File: src/rtl/tri_timer_pkg.sv
package tri_timer_pkg;
  localparam logic [7:0] OFS_CLK = 8'h00;
  localparam logic [7:0] OFS_CTL = 8'h0C;
  localparam logic [7:0] OFS_CNT = 8'h18;
  localparam logic [7:0] OFS_IVL = 8'h24;
  localparam logic [7:0] OFS_ISR = 8'h54;
  localparam logic [7:0] OFS_IER = 8'h60;
  localparam int CH_STRIDE = 4;
  localparam int CODE_W = 4;

  // bit order matches the clock control layout [5:0]
  typedef struct packed {
    logic              csel;
    logic [CODE_W-1:0] code;
    logic              pen;
  } clk_cfg_t;

  typedef struct packed {
    logic wave;
    logic ivl;
    logic stop;
  } cnt_cfg_t;
endpackage

File: src/rtl/tri_timer_prescale.sv
module tri_timer_prescale #(
  parameter int CODE_W = 4
) (
  input  logic              clk_i,
  input  logic              rst_ni,
  input  logic              clr_i,
  input  logic              run_i,
  input  logic              tick_i,
  input  logic              en_i,
  input  logic [CODE_W-1:0] code_i,
  output logic              step_o
);
  localparam int DIV_W = (1 << CODE_W) + 1;

  logic [DIV_W-1:0] pcnt_q, last;
  logic [CODE_W:0]  sh;
  logic             adv, at_end;

  assign sh     = {1'b0, code_i} + (CODE_W+1)'(1);
  assign last   = (DIV_W'(1) << sh) - DIV_W'(1);
  assign adv    = run_i & tick_i;
  assign at_end = pcnt_q >= last;
  assign step_o = adv & (~en_i | at_end);

  always_ff @(posedge clk_i or negedge rst_ni) begin
    if (!rst_ni)            pcnt_q <= '0;
    else if (clr_i)         pcnt_q <= '0;
    else if (adv && en_i)   pcnt_q <= at_end ? '0 : pcnt_q + DIV_W'(1);
  end

  assert_prescale_wrap_R2: assert property (@(posedge clk_i) disable iff (!rst_ni)
    (step_o && en_i && !clr_i) |=> (pcnt_q == '0));
endmodule

File: src/rtl/tri_timer_chan.sv
module tri_timer_chan
  import tri_timer_pkg::*;
#(
  parameter int CNT_W = 16
) (
  input  logic             clk_i,
  input  logic             rst_ni,
  input  logic             ext_tick_i,
  input  logic             wr_clk_i,
  input  logic             wr_ctl_i,
  input  logic             wr_ivl_i,
  input  logic             wr_ier_i,
  input  logic             rd_isr_i,
  input  logic [31:0]      wdata_i,
  output clk_cfg_t         clk_cfg_o,
  output cnt_cfg_t         cnt_cfg_o,
  output logic [CNT_W-1:0] count_o,
  output logic [CNT_W-1:0] ivl_o,
  output logic             isr_o,
  output logic             ier_o,
  output logic             irq_o
);
  clk_cfg_t         clk_q;
  cnt_cfg_t         ctl_q;
  logic [CNT_W-1:0] count_q, ivl_q;
  logic             isr_q, ier_q;
  logic             cnt_clr, src_tick, step, hit, isr_set;
  logic             unused_wd;

  assign unused_wd = ^wdata_i;
  assign cnt_clr   = wr_ctl_i & wdata_i[4];
  assign src_tick  = clk_q.csel ? ext_tick_i : 1'b1;
  assign hit       = ctl_q.ivl && (count_q == ivl_q);
  assign isr_set   = step & hit & ~cnt_clr;

  tri_timer_prescale #(.CODE_W(CODE_W)) u_pre (
    .clk_i  (clk_i),
    .rst_ni (rst_ni),
    .clr_i  (cnt_clr),
    .run_i  (~ctl_q.stop),
    .tick_i (src_tick),
    .en_i   (clk_q.pen),
    .code_i (clk_q.code),
    .step_o (step)
  );

  always_ff @(posedge clk_i or negedge rst_ni) begin
    if (!rst_ni) begin
      clk_q <= '0;
      ctl_q <= '{wave: 1'b0, ivl: 1'b0, stop: 1'b1};
      ivl_q <= '0;
      ier_q <= 1'b0;
    end else begin
      if (wr_clk_i) clk_q <= clk_cfg_t'(wdata_i[5:0]);
      if (wr_ctl_i) ctl_q <= '{wave: wdata_i[5], ivl: wdata_i[1], stop: wdata_i[0]};
      if (wr_ivl_i) ivl_q <= wdata_i[CNT_W-1:0];
      if (wr_ier_i) ier_q <= wdata_i[0];
    end
  end

  always_ff @(posedge clk_i or negedge rst_ni) begin
    if (!rst_ni)      count_q <= '0;
    else if (cnt_clr) count_q <= '0;
    else if (step)    count_q <= hit ? '0 : count_q + CNT_W'(1);
  end

  // a new event wins over a clearing read
  always_ff @(posedge clk_i or negedge rst_ni) begin
    if (!rst_ni) isr_q <= 1'b0;
    else         isr_q <= (isr_q & ~rd_isr_i) | isr_set;
  end

  assign clk_cfg_o = clk_q;
  assign cnt_cfg_o = ctl_q;
  assign count_o   = count_q;
  assign ivl_o     = ivl_q;
  assign isr_o     = isr_q;
  assign ier_o     = ier_q;
  assign irq_o     = isr_q & ier_q;

  assert_cnt_clear_R4: assert property (@(posedge clk_i) disable iff (!rst_ni)
    cnt_clr |=> (count_q == '0));
  assert_stop_hold_R3: assert property (@(posedge clk_i) disable iff (!rst_ni)
    (ctl_q.stop && !cnt_clr) |=> $stable(count_q));
  assert_ivl_restart_R6: assert property (@(posedge clk_i) disable iff (!rst_ni)
    (step && hit && !cnt_clr) |=> (count_q == '0));
  assert_event_kept_R11: assert property (@(posedge clk_i) disable iff (!rst_ni)
    isr_set |=> isr_q);
endmodule

File: src/rtl/tri_timer.sv
module tri_timer
  import tri_timer_pkg::*;
#(
  parameter int NUM_CH = 3,
  parameter int CNT_W  = 16,
  parameter int AW     = 8
) (
  input  logic              clk_i,
  input  logic              rst_ni,
  input  logic              ext_tick_i,
  input  logic              wr_i,
  input  logic              rd_i,
  input  logic [AW-1:0]     addr_i,
  input  logic [31:0]       wdata_i,
  output logic [31:0]       rdata_o,
  output logic [NUM_CH-1:0] irq_o
);
  clk_cfg_t         clk_a   [NUM_CH];
  cnt_cfg_t         ctl_a   [NUM_CH];
  logic [CNT_W-1:0] count_a [NUM_CH];
  logic [CNT_W-1:0] ivl_a   [NUM_CH];
  logic [NUM_CH-1:0] isr_a, ier_a;

  function automatic logic [AW-1:0] reg_addr(logic [7:0] ofs, int ch);
    return AW'(int'(ofs) + CH_STRIDE * ch);
  endfunction

  for (genvar c = 0; c < NUM_CH; c++) begin : g_ch
    tri_timer_chan #(.CNT_W(CNT_W)) u_ch (
      .clk_i      (clk_i),
      .rst_ni     (rst_ni),
      .ext_tick_i (ext_tick_i),
      .wr_clk_i   (wr_i && addr_i == reg_addr(OFS_CLK, c)),
      .wr_ctl_i   (wr_i && addr_i == reg_addr(OFS_CTL, c)),
      .wr_ivl_i   (wr_i && addr_i == reg_addr(OFS_IVL, c)),
      .wr_ier_i   (wr_i && addr_i == reg_addr(OFS_IER, c)),
      .rd_isr_i   (rd_i && addr_i == reg_addr(OFS_ISR, c)),
      .wdata_i    (wdata_i),
      .clk_cfg_o  (clk_a[c]),
      .cnt_cfg_o  (ctl_a[c]),
      .count_o    (count_a[c]),
      .ivl_o      (ivl_a[c]),
      .isr_o      (isr_a[c]),
      .ier_o      (ier_a[c]),
      .irq_o      (irq_o[c])
    );
  end

  always_comb begin
    rdata_o = '0;
    for (int c = 0; c < NUM_CH; c++) begin
      if (addr_i == reg_addr(OFS_CLK, c)) rdata_o = {26'b0, clk_a[c]};
      if (addr_i == reg_addr(OFS_CTL, c)) rdata_o = {26'b0, ctl_a[c].wave, 3'b0, ctl_a[c].ivl, ctl_a[c].stop};
      if (addr_i == reg_addr(OFS_CNT, c)) rdata_o = 32'(count_a[c]);
      if (addr_i == reg_addr(OFS_IVL, c)) rdata_o = 32'(ivl_a[c]);
      if (addr_i == reg_addr(OFS_ISR, c)) rdata_o = {31'b0, isr_a[c]};
      if (addr_i == reg_addr(OFS_IER, c)) rdata_o = {31'b0, ier_a[c]};
    end
  end

  assert_unaligned_zero_R1: assert property (@(posedge clk_i) disable iff (!rst_ni)
    (rd_i && addr_i[1:0] != 2'b00) |-> (rdata_o == '0));
endmodule

File: config.mk
export PLATFORM = sky130hd
export DESIGN_NAME = tri_timer
export DESIGN_NICKNAME = d
export VERILOG_FILES = /design/src/rtl/tri_timer_pkg.sv /design/src/rtl/tri_timer_prescale.sv /design/src/rtl/tri_timer_chan.sv /design/src/rtl/tri_timer.sv
export SDC_FILE = /design/constraint.sdc
export NUM_CORES = 1
export LEC_CHECK = 0
export ABC_AREA = 1
export CORE_MARGIN = 4
export CORE_UTILIZATION = 40
export CTS_BUF_LIST = sky130_fd_sc_hd__clkbuf_4 sky130_fd_sc_hd__clkbuf_8
export CTS_CLUSTER_DIAMETER = 30
export CTS_CLUSTER_SIZE = 14
export DETAILED_ROUTE_END_ITERATION = 16
export RECOVER_POWER = 50
export SLEW_MARGIN = 20
export SYNTH_ARGS = -nofsm -noshare
export SYNTH_HDL_FRONTEND = slang
export SYNTH_SLANG_ARGS = --single-unit
File: constraint.sdc
create_clock -name clk_i -period 7.6 [get_ports clk_i]
set_clock_uncertainty 0.05 [all_clocks]
set_input_delay 1.52 -clock clk_i [delete_from_list [all_inputs] [get_ports clk_i]]
set_output_delay 1.52 -clock clk_i [all_outputs]
set_load 0.01 [all_outputs]
==> metrics <==
outcome=finished with violations; failing checks=max-capacitance violations, max-slew violations; top cells by area, synth=sky130_fd_sc_hd__dfrtp_1 35%, sky130_fd_sc_hd__nand2_1 10%, sky130_fd_sc_hd__inv_1 7.2%; warning count from the yosys run=0; Max Fanout on Critical Path=10; worst supply voltage drop on vdd=0.1209 mV; maximum single-stage delay on the critical path=0.61 ns; Gate power share=0.343; timing startpoint of the critical path=addr_i[3]; number of detailed-routing iterations run before antenna repair=7; Flop pwr share=0.428; worst-skew pair later-pin latency=0.51 ns; Area growth syn-to-layout=8.521%; GRT met2 Usage=0.3199; share of the synthesized area in the top cell type=0.3471; hold wc startpoint=g_ch[1].u_ch.cnt_cfg_o[0]; TritonCTS clock tree=done; Die W=186.6 µm; number of distinct library cell variants in the gate-level netlist after synthesis=59; Setup Slack @ Placement=1.659 ns; DRC=0; worst setup path class=in2out; setup-violating endpoint count in the final report=0; antenna violations before repair=0; cell type of the slowest stage on the worst timing path=sky130_fd_sc_hd__dlygate4sd3_1; Core Util, Final=0.4400; clock root buffer=sky130_fd_sc_hd__clkbuf_8; Design Power=3067 µW; part of the Yosys area used for sequential elements=0.3533; number of levels the H-tree was split into=4; number of synthesized register bits=180; Max-slew headroom=-1.750; layout cells sized above 1=0.05246; number of gates resized after CTS=0; largest net degree at the start of global routing=107; overall fraction of global-route tracks in use=0.1996; final setup TNS=0 ns; leakage power of the design=0.006549 µW; share of power burned in the clock network=0.230; GR peak layer=met2; Detailed Route WL=35010 µm; Post-layout nets=1884; data arrival time at the worst-slack endpoint=4.46 ns; endpoint type of the worst setup path=output port; cts bufs inserted=17; routability cong.=0.8792; IO Pins=80; overflow left after global routing=0; number of global-route vias before repair=10880; top cells by count, synth=354 x sky130_fd_sc_hd__nand2_1, 245 x sky130_fd_sc_hd__inv_1, 177 x sky130_fd_sc_hd__dfrtp_1, 152 x sky130_fd_sc_hd__nor2_1, 129 x sky130_fd_sc_hd__o21ai_0; vertical die dimension=186.6 µm; hold-fix buffer count after cts=0; Max Fclk=165.8 MHz; startpoint of the worst-slack reg-to-reg timing path=g_ch[0].u_ch.clk_cfg_o[3]; total core area=31470 µm²; post-route antenna net violation count=0; HPWL after DPL=26540 µm; most common cell in the synthesized netlist=sky130_fd_sc_hd__nand2_1; total via count after detailed routing=11610; clk slew on worst S/H paths=0.12 ns; routing usage on met3=0.03199; kind of start point of the critical path=input pin; mean cell area of the mapped netlist=7.238 µm²; maximum count of clock buffers along a single path=2; sw frac=0.4112; sequential cell area in the final layout=4508 µm²; number of maximum-capacitance constraint violations=1; Starting Density=0.4054; Total Die Area=34820 µm²; wire length per cell after detailed routing=15.96 µm; cell taking the most area after synthesis=sky130_fd_sc_hd__dfrtp_1; transition at the pin with the smallest max-transition slack=4.125 ns; internal power contribution=1806 µW; worst path required time=6.03 ns; top cell family by delay on the critical path=buffers and inverters; Syn Inst Count=1763; via count normalized by instance count=5.293; number of buffers added for setup after CTS=0; M1 GR Usage=0.2873; RSZ-0062 raised after global routing=no; power density normalized to cell area=221.5 nW/µm²; final antenna diode count=0; first-pass GRT wire length=57410 µm; number of slew-limit violations in the final report=76; net switching component of the power=1261 µW; proportion of register bits with asynchronous set or reset after synthesis=1.000; final worst path period share=0.7934; final instance area=13850 µm²; Starting DRT DRC Count=1045; critical path cell sequence=dlygate4sd3_1 -> nand2_2 -> nor2_4 -> inv_1 -> nor2_2 -> clkinv_1 -> o221ai_1 -> clkdlybuf4s50_1; most instantiated flip-flop cell in the synthesis netlist=sky130_fd_sc_hd__dfrtp_1; Buf+Inv Stages, Crit Path=4; clock sink count=180; Fin. Hold Viols=0; number of fill cells=3220; number of enable flip-flop cells after synthesis=0; Rows=65; cell area reported after detailed placement=13460 µm²; IO Port Bufs=47; Final min period=6.030 ns; Hold/Removal Path Class=reg2reg; crit path setup slack, layout=1.570 ns; total area of multi-input combinational cells=6934 µm²; cell area after synthesis=12760 µm²
## cell type report
cell class | count | area share
Sequential cell | 180 | 0.3255
Multi-Input combinational cell | 1267 | 0.5007
Clock inverter | 14 | 0.01202
Clock buffer | 18 | 0.01789
Inverter | 262 | 0.07138
Tap cell | 402 | 0.03632
Timing Repair Buffer | 51 | 0.03614
## placed cells by master (no fill, tap or decap), types with 5 or more instances in the layout
cell / instances
sky130_fd_sc_hd__xnor2_1: 16
sky130_fd_sc_hd__dfrtp_1: 177
sky130_fd_sc_hd__a221oi_1: 5
sky130_fd_sc_hd__nand3_1: 107
sky130_fd_sc_hd__nor2_2: 5
sky130_fd_sc_hd__o21ai_0: 129
sky130_fd_sc_hd__nor2_1: 157
sky130_fd_sc_hd__clkbuf_8: 19
sky130_fd_sc_hd__conb_1: 22
sky130_fd_sc_hd__nand3b_1: 7
sky130_fd_sc_hd__clkdlybuf4s50_1: 43
sky130_fd_sc_hd__nand2_1: 354
sky130_fd_sc_hd__or2_2: 8
sky130_fd_sc_hd__o221ai_1: 8
sky130_fd_sc_hd__o21ai_1: 39
sky130_fd_sc_hd__nand2_2: 7
sky130_fd_sc_hd__nor3_1: 37
sky130_fd_sc_hd__o22ai_1: 36
sky130_fd_sc_hd__nand4_1: 70
sky130_fd_sc_hd__inv_2: 12
sky130_fd_sc_hd__nor4_1: 19
sky130_fd_sc_hd__xor2_1: 65
sky130_fd_sc_hd__ha_1: 60
sky130_fd_sc_hd__a21oi_1: 55
sky130_fd_sc_hd__o2111ai_1: 8
sky130_fd_sc_hd__inv_8: 5
sky130_fd_sc_hd__nor3_2: 7
sky130_fd_sc_hd__o31ai_1: 6
sky130_fd_sc_hd__inv_1: 246
sky130_fd_sc_hd__o211ai_1: 7
## stage by stage
step	hold WS, ns	cells
CTS	0.4548	2194
global placement	0.4176	2162
global route	0.4961	2194
finish	0.4546	2194
floorplan	0.4034	1783
detailed placement	0.4338	2162
## registers in the layout, indices dropped and copies added (netlist names)
name,flops
g_ch.u_ch.clk_cfg_o,18
g_ch.u_ch.u_pre.pcnt_q,51
g_ch.u_ch.isr_o,3
g_ch.u_ch.ivl_o,48
g_ch.u_ch.cnt_cfg_o,9
g_ch.u_ch.count_o,48
g_ch.u_ch.ier_o,3
## layer usage
layer  vias to the layer above  wire, µm
li1                       5853         -
met1                      5465     16930
met2                       265     16000
met3                        30      1654
met4                         0       429
met5                         -         0
## worst register-to-register path, delay by kind of cell, from the launching register on
kind,cells,cell delay (ns)
adders and majority gates,1,0.29
and+or+nand+nor,5,1.26
DFF,1,0.54
buffers and inverters,1,0.24
xor gates and xnor gates,1,0.14
AOI/OAI and AO/OA,8,1.80
## power groups by stage
stage                     clock, µW  combinational, µW  sequential [µW]
after global placement            0               1020             1320
after global routing            762               1210             1340
final                           704               1050             1310
after CTS                       725               1050             1310
after floorplan                   0                842             1250
after detailed placement          0               1050             1330
## path summary, 6_finish.rpt
path,to,slack (ns),cells after the start
worst max-delay path,rdata_o[15],1.57,8
worst min-delay path,g_ch[1].u_ch.cnt_cfg_o[0],0.45,2
worst max register to register,g_ch[0].u_ch.count_o[7],3.10,16
worst min register to register,g_ch[1].u_ch.cnt_cfg_o[0],0.45,2
max in group asynchronous,g_ch[1].u_ch.ivl_o[11],1.91,2
min in group asynchronous,g_ch[1].u_ch.u_pre.pcnt_q[7],1.05,1
## kinds of logic (layout without fill, tap and decap cells)
logic type      count (synthesis)  in the layout  share of synthesized area
mux                             1              1                  0.0008824
fa+ha+maj                      60             60                    0.05883
simple gates                  793            793                     0.2848
flops                         180            180                     0.3533
buf+inv                       336            345                     0.1079
compound gates                310            310                     0.1382
xor+xnor                       81             81                    0.05559
other cells                     2             22                  0.0005885
No activity file was read; power rests on OpenSTA's default activity.
